**src/rtl/udp_rx_pkg.sv**
```systemverilog
package udp_rx_pkg;
  localparam int BYTE_W        = 8;
  localparam int WORD_BYTES    = 4;
  localparam int WORD_W        = BYTE_W * WORD_BYTES;
  localparam int HALF_W        = WORD_W / 2;
  localparam int LEN_W         = 16;
  localparam int HDR_BYTES     = 42;
  localparam int UDP_HDR_BYTES = 8;
  // word holding the UDP length field in its low half (bytes 36..39)
  localparam int LEN_WORD_IDX  = 9;
  // word holding the last header half and the first payload half
  localparam int SPLIT_IDX     = HDR_BYTES / WORD_BYTES;
  localparam int IDX_W         = $clog2(SPLIT_IDX + 1);

  typedef enum logic [1:0] {
    TRK_HDR  = 2'd0,
    TRK_PAY  = 2'd1,
    TRK_SKIP = 2'd2
  } trk_state_e;

  // big-endian half of an input word to little-endian output order
  function automatic logic [HALF_W-1:0] swap_half(input logic [HALF_W-1:0] h);
    return {h[BYTE_W-1:0], h[HALF_W-1:BYTE_W]};
  endfunction

  function automatic logic [WORD_BYTES-1:0] be_of(input logic [2:0] n);
    case (n)
      3'd1:    return 4'b0001;
      3'd2:    return 4'b0011;
      3'd3:    return 4'b0111;
      default: return 4'b1111;
    endcase
  endfunction
endpackage

```
**src/rtl/udp_hdr_tracker.sv**
```systemverilog
module udp_hdr_tracker
  import udp_rx_pkg::*;
#(
  parameter int NUM_SESS = 4
) (
  input  logic                 clk,
  input  logic                 rst_n,
  input  logic                 in_valid,
  input  logic                 in_eop,
  input  logic [HALF_W-1:0]    in_low,
  input  logic [NUM_SESS-1:0]  sess_in,
  input  logic                 merge_done,
  output logic                 pay_start,
  output logic [LEN_W-1:0]     pay_len,
  output logic                 in_body,
  output logic [NUM_SESS-1:0]  sess_q
);
  trk_state_e       st_q, st_d;
  logic [IDX_W-1:0] idx_q, idx_d;
  logic [LEN_W-1:0] ulen_q;
  logic             len_ld;
  logic             at_split;
  logic             sess_ok;

  assign sess_ok   = (sess_in != '0) && ((sess_in & (sess_in - 1'b1)) == '0);
  assign pay_len   = (ulen_q > LEN_W'(UDP_HDR_BYTES)) ? ulen_q - LEN_W'(UDP_HDR_BYTES) : '0;
  assign at_split  = in_valid && (st_q == TRK_HDR) && (idx_q == IDX_W'(SPLIT_IDX));
  assign pay_start = at_split && sess_ok && (pay_len != '0);
  assign in_body   = in_valid && (st_q == TRK_PAY);
  assign len_ld    = in_valid && (st_q == TRK_HDR) && (idx_q == IDX_W'(LEN_WORD_IDX));

  always_comb begin
    st_d  = st_q;
    idx_d = idx_q;
    if (in_valid && in_eop) begin
      st_d  = TRK_HDR;
      idx_d = '0;
    end else begin
      case (st_q)
        TRK_HDR: begin
          if (in_valid) begin
            if (idx_q == IDX_W'(SPLIT_IDX)) begin
              if (pay_start && (pay_len > LEN_W'(2))) st_d = TRK_PAY;
              else                                    st_d = TRK_SKIP;
            end else begin
              idx_d = idx_q + 1'b1;
            end
          end
        end
        TRK_PAY:  if (merge_done) st_d = TRK_SKIP;
        default:  st_d = st_q;
      endcase
    end
  end

  always_ff @(posedge clk or negedge rst_n) begin
    if (!rst_n) begin
      st_q   <= TRK_HDR;
      idx_q  <= '0;
      ulen_q <= '0;
      sess_q <= '0;
    end else begin
      st_q  <= st_d;
      idx_q <= idx_d;
      if (len_ld)    ulen_q <= in_low;
      if (pay_start) sess_q <= sess_in;
    end
  end

  // a session is latched only when the verdict is one-hot
  assert_sess_onehot_R4: assert property (@(posedge clk) disable iff (!rst_n)
    pay_start |=> $onehot(sess_q));

  // a length field of 8 or less never opens the payload phase
  assert_short_len_R10: assert property (@(posedge clk) disable iff (!rst_n)
    (at_split && ulen_q <= LEN_W'(UDP_HDR_BYTES)) |=> (st_q != TRK_PAY));
endmodule

```
**src/rtl/udp_tail_merge.sv**
```systemverilog
module udp_tail_merge
  import udp_rx_pkg::*;
(
  input  logic                  clk,
  input  logic                  rst_n,
  input  logic                  in_valid,
  input  logic                  in_eop,
  input  logic                  in_err,
  input  logic                  csum_bad,
  input  logic [WORD_W-1:0]     in_data,
  input  logic                  pay_start,
  input  logic [LEN_W-1:0]      pay_len,
  input  logic                  in_body,
  output logic                  emit,
  output logic [WORD_W-1:0]     emit_data,
  output logic [WORD_BYTES-1:0] emit_be,
  output logic                  emit_last,
  output logic [1:0]            emit_err,
  output logic                  merge_done
);
  logic [HALF_W-1:0]     lo_q, lo_d, lo_n, hi_n;
  logic                  lo_ld;
  logic [LEN_W-1:0]      rem_q, rem_d;
  logic                  rem_ld;
  logic                  pend_v_q, pend_v_d;
  logic                  pend_done_q, pend_done_d;
  logic [WORD_W-1:0]     pend_data_q;
  logic [WORD_BYTES-1:0] pend_be_q;
  logic [1:0]            pend_err_q;
  logic                  dir_v;
  logic [WORD_W-1:0]     dir_data;
  logic                  fin_v;
  logic [WORD_W-1:0]     fin_data;
  logic [WORD_BYTES-1:0] fin_be;
  logic                  eop_now, fin_direct, pend_set, pend_fire;
  logic [1:0]            err_now;

  assign lo_n    = swap_half(in_data[HALF_W-1:0]);
  assign hi_n    = swap_half(in_data[WORD_W-1:HALF_W]);
  assign eop_now = in_valid && in_eop;
  assign err_now = {in_err, csum_bad};

  always_comb begin
    dir_v      = 1'b0;
    dir_data   = {hi_n, lo_q};
    fin_v      = 1'b0;
    fin_data   = {hi_n, lo_q};
    fin_be     = '1;
    lo_ld      = 1'b0;
    lo_d       = lo_n;
    rem_ld     = 1'b0;
    rem_d      = rem_q;
    merge_done = 1'b0;
    if (pay_start) begin
      if (pay_len <= LEN_W'(2)) begin
        fin_v    = 1'b1;
        fin_data = {{HALF_W{1'b0}}, lo_n};
        fin_be   = be_of(pay_len[2:0]);
      end else begin
        lo_ld  = 1'b1;
        rem_ld = 1'b1;
        rem_d  = pay_len;
      end
    end else if (in_body) begin
      if (rem_q > LEN_W'(4)) begin
        dir_v  = 1'b1;
        lo_ld  = 1'b1;
        rem_ld = 1'b1;
        rem_d  = rem_q - LEN_W'(4);
        if (rem_q <= LEN_W'(6)) begin
          fin_v      = 1'b1;
          fin_data   = {{HALF_W{1'b0}}, lo_n};
          fin_be     = be_of(rem_d[2:0]);
          merge_done = 1'b1;
        end
      end else begin
        fin_v      = 1'b1;
        fin_data   = {hi_n, lo_q};
        fin_be     = be_of(rem_q[2:0]);
        merge_done = 1'b1;
      end
    end
  end

  assign fin_direct = fin_v && !dir_v && eop_now;
  assign pend_set   = fin_v && !fin_direct;
  assign pend_fire  = pend_v_q && (pend_done_q || eop_now);

  assign emit      = dir_v || fin_direct || pend_fire;
  assign emit_last = fin_direct || pend_fire;
  assign emit_data = dir_v ? dir_data : (fin_direct ? fin_data : pend_data_q);
  assign emit_be   = dir_v ? '1 : (fin_direct ? fin_be : pend_be_q);
  assign emit_err  = (pend_fire && pend_done_q) ? pend_err_q : err_now;

  always_comb begin
    pend_v_d    = pend_v_q;
    pend_done_d = pend_done_q;
    if (pend_set) begin
      pend_v_d    = 1'b1;
      pend_done_d = eop_now;
    end else if (pend_fire) begin
      pend_v_d    = 1'b0;
      pend_done_d = 1'b0;
    end
  end

  always_ff @(posedge clk or negedge rst_n) begin
    if (!rst_n) begin
      lo_q        <= '0;
      rem_q       <= '0;
      pend_v_q    <= 1'b0;
      pend_done_q <= 1'b0;
      pend_data_q <= '0;
      pend_be_q   <= '0;
      pend_err_q  <= '0;
    end else begin
      pend_v_q    <= pend_v_d;
      pend_done_q <= pend_done_d;
      if (lo_ld)  lo_q  <= lo_d;
      if (rem_ld) rem_q <= rem_d;
      if (pend_set) begin
        pend_data_q <= fin_data;
        pend_be_q   <= fin_be;
      end
      if (pend_set && eop_now) pend_err_q <= err_now;
    end
  end

  // a held last word never overlaps a payload word of any packet
  assert_pend_alone_R6: assert property (@(posedge clk) disable iff (!rst_n)
    pend_v_q |-> !(in_body || pay_start));

  // a non-final word leaves only when an input word arrives
  assert_gap_idle_R7: assert property (@(posedge clk) disable iff (!rst_n)
    (emit && !emit_last) |-> in_valid);

  // a held tail with the frame already closed leaves on the next cycle
  assert_tail_next_R6: assert property (@(posedge clk) disable iff (!rst_n)
    (pend_set && eop_now) |=> (emit && emit_last));
endmodule

```
**src/rtl/udp_out_stage.sv**
```systemverilog
module udp_out_stage
  import udp_rx_pkg::*;
#(
  parameter int NUM_SESS = 4,
  parameter int ERR_W    = 8
) (
  input  logic                  clk,
  input  logic                  rst_n,
  input  logic                  emit,
  input  logic                  emit_last,
  input  logic                  pkt_start,
  input  logic [WORD_W-1:0]     emit_data,
  input  logic [WORD_BYTES-1:0] emit_be,
  input  logic [1:0]            emit_err,
  input  logic [NUM_SESS-1:0]   sess,
  output logic [WORD_W-1:0]     out_data,
  output logic [WORD_BYTES-1:0] out_be,
  output logic                  out_sop,
  output logic                  out_eop,
  output logic [ERR_W-1:0]      out_err,
  output logic [NUM_SESS-1:0]   out_valid
);
  logic                sop_due_q, sop_due_d;
  logic                sop_now;
  logic [NUM_SESS-1:0] valid_d;
  logic [ERR_W-1:0]    err_d;

  assign sop_now = pkt_start || sop_due_q;
  assign err_d   = (emit && emit_last) ? {{(ERR_W-2){1'b0}}, emit_err} : '0;

  always_comb begin
    sop_due_d = sop_due_q;
    if (pkt_start) sop_due_d = 1'b1;
    if (emit)      sop_due_d = 1'b0;
  end

  for (genvar s = 0; s < NUM_SESS; s++) begin : g_vld
    assign valid_d[s] = emit && sess[s];
  end

  always_ff @(posedge clk or negedge rst_n) begin
    if (!rst_n) begin
      sop_due_q <= 1'b0;
      out_valid <= '0;
      out_data  <= '0;
      out_be    <= '0;
      out_sop   <= 1'b0;
      out_eop   <= 1'b0;
      out_err   <= '0;
    end else begin
      sop_due_q <= sop_due_d;
      out_valid <= valid_d;
      out_sop   <= emit && sop_now;
      out_eop   <= emit && emit_last;
      out_err   <= err_d;
      if (emit) begin
        out_data <= emit_data;
        out_be   <= emit_be;
      end
    end
  end

  assert_valid_onehot_R4: assert property (@(posedge clk) disable iff (!rst_n)
    $onehot0(out_valid));

  assert_full_be_R5: assert property (@(posedge clk) disable iff (!rst_n)
    ((|out_valid) && !out_eop) |-> (out_be == '1));

  assert_last_be_R5: assert property (@(posedge clk) disable iff (!rst_n)
    ((|out_valid) && out_eop) |->
      (out_be == 4'b0001 || out_be == 4'b0011 || out_be == 4'b0111 || out_be == 4'b1111));

  assert_err_scope_R8: assert property (@(posedge clk) disable iff (!rst_n)
    !((|out_valid) && out_eop) |-> (out_err == '0));

  assert_err_rsvd_R8: assert property (@(posedge clk) disable iff (!rst_n)
    out_err[ERR_W-1:2] == '0);

  // no second start before the current packet has ended
  assert_sop_after_eop_R2: assert property (@(posedge clk) disable iff (!rst_n)
    ((|out_valid) && out_sop && !out_eop) |=> !((|out_valid) && out_sop));
endmodule

```
**src/rtl/udp_payload_realign.sv**
```systemverilog
module udp_payload_realign
  import udp_rx_pkg::*;
#(
  parameter int NUM_SESS = 4,
  parameter int ERR_W    = 8
) (
  input  logic                  clk,
  input  logic                  rst_n,
  input  logic [31:0]           rx_data,
  input  logic                  rx_valid,
  input  logic                  rx_eop,
  input  logic                  rx_err,
  input  logic                  rx_csum_bad,
  input  logic [NUM_SESS-1:0]   rx_sess_hit,
  output logic [31:0]           pl_data,
  output logic [3:0]            pl_be,
  output logic                  pl_sop,
  output logic                  pl_eop,
  output logic [ERR_W-1:0]      pl_err,
  output logic [NUM_SESS-1:0]   pl_valid
);
  logic [1:0]            rst_pipe;
  logic                  core_rst_n;
  logic                  pay_start, in_body, merge_done;
  logic [LEN_W-1:0]      pay_len;
  logic [NUM_SESS-1:0]   sess_q;
  logic                  emit, emit_last;
  logic [WORD_W-1:0]     emit_data;
  logic [WORD_BYTES-1:0] emit_be;
  logic [1:0]            emit_err;

  always_ff @(posedge clk or negedge rst_n) begin
    if (!rst_n) rst_pipe <= '0;
    else        rst_pipe <= {rst_pipe[0], 1'b1};
  end
  assign core_rst_n = rst_pipe[1];

  udp_hdr_tracker #(.NUM_SESS(NUM_SESS)) u_trk (
    .clk        (clk),
    .rst_n      (core_rst_n),
    .in_valid   (rx_valid),
    .in_eop     (rx_eop),
    .in_low     (rx_data[HALF_W-1:0]),
    .sess_in    (rx_sess_hit),
    .merge_done (merge_done),
    .pay_start  (pay_start),
    .pay_len    (pay_len),
    .in_body    (in_body),
    .sess_q     (sess_q)
  );

  udp_tail_merge u_mrg (
    .clk        (clk),
    .rst_n      (core_rst_n),
    .in_valid   (rx_valid),
    .in_eop     (rx_eop),
    .in_err     (rx_err),
    .csum_bad   (rx_csum_bad),
    .in_data    (rx_data),
    .pay_start  (pay_start),
    .pay_len    (pay_len),
    .in_body    (in_body),
    .emit       (emit),
    .emit_data  (emit_data),
    .emit_be    (emit_be),
    .emit_last  (emit_last),
    .emit_err   (emit_err),
    .merge_done (merge_done)
  );

  udp_out_stage #(.NUM_SESS(NUM_SESS), .ERR_W(ERR_W)) u_out (
    .clk        (clk),
    .rst_n      (core_rst_n),
    .emit       (emit),
    .emit_last  (emit_last),
    .pkt_start  (pay_start),
    .emit_data  (emit_data),
    .emit_be    (emit_be),
    .emit_err   (emit_err),
    .sess       (pay_start ? rx_sess_hit : sess_q),
    .out_data   (pl_data),
    .out_be     (pl_be),
    .out_sop    (pl_sop),
    .out_eop    (pl_eop),
    .out_err    (pl_err),
    .out_valid  (pl_valid)
  );
endmodule

```
**config.mk**
```make
export PLATFORM = sky130hd
export DESIGN_NAME = udp_payload_realign
export DESIGN_NICKNAME = d
export VERILOG_FILES = /design/src/rtl/udp_rx_pkg.sv /design/src/rtl/udp_hdr_tracker.sv /design/src/rtl/udp_tail_merge.sv /design/src/rtl/udp_out_stage.sv /design/src/rtl/udp_payload_realign.sv
export SDC_FILE = /design/constraint.sdc
export NUM_CORES = 1
export LEC_CHECK = 0
export CAP_MARGIN = 25
export CORE_UTILIZATION = 45
export DETAILED_ROUTE_END_ITERATION = 8
export PLACE_DENSITY = 0.72
export SYNTH_ARGS = -nofsm -noshare
export SYNTH_HDL_FRONTEND = slang
export SYNTH_SLANG_ARGS = --single-unit
```
**constraint.sdc**
```tcl
create_clock -name clk -period 10.2 [get_ports clk]
set_input_delay 1.02 -clock clk [delete_from_list [all_inputs] [get_ports clk]]
set_output_delay 1.02 -clock clk [all_outputs]
set_load 0.01 [all_outputs]
```
==> impl_results.md <==
- Total Routing Usage GR: a little under a quarter
- F_max: 0.210 GHz
- Gpl congestion: 0.883
- Count of input and output buffers: 85
- Pre-antenna DRT Iters: 5
- First-pass GRT wire length: 29.8 mm
- Share of power burned in registers: 44.2%
- Vias per Instance: 5.79
- R2R Setup Slk: about 6.1 ns
- Dpl hpwl: 12.2 mm
- Slew headroom: 37.3%
- Die Span Y: 128 µm
- Detailed-route wire length: 18.3 mm
- # diodes: 0
- Max Cap Viol: 0
- Post-synth EDFFs: 0
- Pin count of the biggest net entering global routing: 82
- Area contributors post-synth: dfrtp_1 (51%), nand2_1 (8.1%), mux2_2 (3.8%), a21oi_1 (3.7%), a221o_1 (3.4%)
- DP Worst Slack: 4.87 ns
- Endpoint, Worst Hold: rst_pipe[1]$_DFF_PN0_
- Clock sink total: around 150
- Leakage: 4.07 nW
- Switching power: between 0.4 and 0.5 mW
- Clk_skew: 0.00673 ns
- Fin crit share: 46.7%
- Reg clk slew, reported paths: about 0.06 ns
- CTS Buf Count: 17
- Mean Syn Cell Area: 9.76 µm²
- Final Cell Area: 0.00873 mm²
- Final hold violation count: 0
- Gate Count Post-Synth: 730
- Tightest Pin Transition: ~0.94 ns
- Worst Path Max Fanout: 21
- Final core occ: 57.0%
- Worst r2r src: u_trk.ulen_q[9]$_DFFE_PN0P_
- Commonest cells in the netlist: nand2_1 (154), dfrtp_1 (145), a21oi_1 (53), nor2_1 (38), nand3_1 (25)
- First-iteration detailed-routing DRC count: 413
- Pins Over Slew Limit: 0
- Synth top area share: about half
- Syn-to-layout area delta: 22.5%
- CTS Hold Bufs: 0
- Internal: 1.08 mW
- Synth Cell Area: approximately 0.0071 mm²
- Core Box Area: 0.0153 mm²
- Clk pwr share: 40.6%
- Period minus WS final: 4.77 ns
- Hold depth: 0
- Post-DP Area: 0.00809 mm²
- PwrDens: 170 mW/mm²
- IO Pins: 92
- Initial Utilization: a little under half
- Switching Fraction: 27.4%
- Post-CTS setup buffer count: 0
- H-tree depth: 4
- Crit path arrival time: 5.07 ns
- Die W: 128 µm
- WP data required: 10.50 ns
- Worst hold slack: 0.352 ns
- GRT overflow: 0
- CP Launch Type: input pin
- VDD IR max: 117 µV
- Post-synth cell types: 59
- Yosys warns: 0
- Setup-failing EPs final: 0
- DR vias: 5,923
- Initial antenna violation count: 0
- Yosys reg bits: roughly 150
- Critical Path Sink Type: flip-flop
- Post_cts resized: 0
- Final antenna-violating net count: 0
- Count leader, synth: nand2_1
- Hold Path Class: flip-flop to flip-flop
- RR Endpoint: u_out.out_data[29]$_DFFE_PN0P_
- # DRC: 0
- Share of layout cells above drive strength 1: 9.73%
- Final worst slack: 5.43 ns
- Setup TNS Final: 0 ns
- Sequential share of the synthesized area: 50.9%
- Power share of the combinational group: 15.2%
- Vias in the first global route: 5,718
- RSZ-0062 raised after global routing: no
- CTS tree: yes
- Yosys top cell by area: dfrtp_1
- WL/cell: 17.8 µm
- Register-to-Register Path Depth: 8
- CTS root buf: clkbuf_16
- Critical path class: input pin to flip-flop
- # nets final: around 850
- Primary FF master, synth: dfrtp_1
- Status: complete, no violations
- Hold_sp: rst_pipe[0]$_DFF_PN0_
- Worst-Skew Late Latency: ~0.42 ns
- Row count: 45
- Fraction of registers with async set or reset after synthesis: 100%
- Die ar.: 0.0163 mm²
- Deepest clock path buffer count: 2
==> critical path: stages <==
cell and delay, ns:
clkdlybuf4s50_1 0.53, nor3b_1 0.49, nor3b_1 0.77, o2111a_1 0.94, or2_1 0.61, buf_8 0.24, nor2_8 0.08, a221o_1 0.37
==> flip-flops by register name, indices dropped and copies added (netlist names), 4 cells and up <==
name / flops
u_out.out_data: 32
u_mrg.lo_q: 16
u_trk.sess_q: 4
u_out.out_be: 4
u_trk.idx_q: 4
u_mrg.rem_q: 16
u_out.out_valid: 4
u_mrg.pend_be_q: 4
u_trk.ulen_q: 16
u_mrg.pend_data_q: 32
==> cell families (layout without fill, tap and decap cells) <==
| group | after synthesis | after routing | synth area share [%] |
|---|---|---|---|
| xor gates and xnor gates | 16 | 16 | 1.97 |
| and+or+nand+nor | 291 | 291 | 19.2 |
| DFF | 145 | 145 | 50.9 |
| adders and majority gates | 6 | 6 | 1.05 |
| other | 2 | 7 | 0.105 |
| AOI/OAI and AO/OA | 169 | 169 | 16.4 |
| muxes | 41 | 41 | 6.18 |
| buffers and inverters | 60 | 137 | 4.11 |
==> layout make-up <==
cell class | count | area [µm²]
Clock buffer | 23 | 478
Inverter | 11 | 41.3
Timing Repair Buffer | 96 | 988
Multi-Input combinational cell | 530 | 3240
Clock inverter | 7 | 85.1
Tap cell | 211 | 264
Fill cell | 1319 | 6590
Sequential cell | 145 | 3630
==> placed cells by master, fill, tap and decap left out, types with 17 or more instances in the layout <==
cell and n:
clkdlybuf4s50_1 85, nand3_1 25, nor2_1 38, mux2_2 24, a221o_1 24, clkbuf_16 17
and2_1 18, o22ai_1 17, mux2i_1 17, a21oi_1 52, dfrtp_1 144, nand2_1 154
==> power groups by stage <==
stage	clock [mW]	combinational (mW)	sequential (mW)
2_1_floorplan	0	0.151	0.654
3_3_place_gp	0	0.213	0.661
3_5_place_dp	0	0.219	0.664
4_1_cts	0.610	0.224	0.654
5_1_grt	0.639	0.246	0.661
6_report	0.603	0.226	0.656
==> per-layer routing <==
metal	track usage [%]	wire, µm
met5	0	0
met4	6.57	231
met3	5.26	1080
met2	38.6	8840
met1	32.0	8100
==> worst max path at each step <==
stage	endpoint	cells past startpoint	startpoint	slack, ns
2_1_floorplan	u_mrg.lo_q[0]$_DFFE_PN0P_	0	rst_pipe[1]$_DFF_PN0_	5.86
3_3_place_gp	u_out.out_data[28]$_DFFE_PN0P_	7	rx_valid	5.08
3_5_place_dp	u_out.out_data[20]$_DFFE_PN0P_	7	rx_valid	4.87
4_1_cts	u_out.out_data[29]$_DFFE_PN0P_	7	rx_valid	5.29
5_1_grt	u_out.out_data[29]$_DFFE_PN0P_	8	rx_valid	5.32
6_report	u_out.out_data[29]$_DFFE_PN0P_	8	rx_valid	5.43
==> metrics by stage <==
step                cells  power, mW
floorplan             735      0.805
detailed placement    990      0.882
CTS                  1020       1.49
global route         1023       1.55
global placement      989      0.875
finish               1023       1.49
Note: power is estimated with default switching activity, not from simulation.
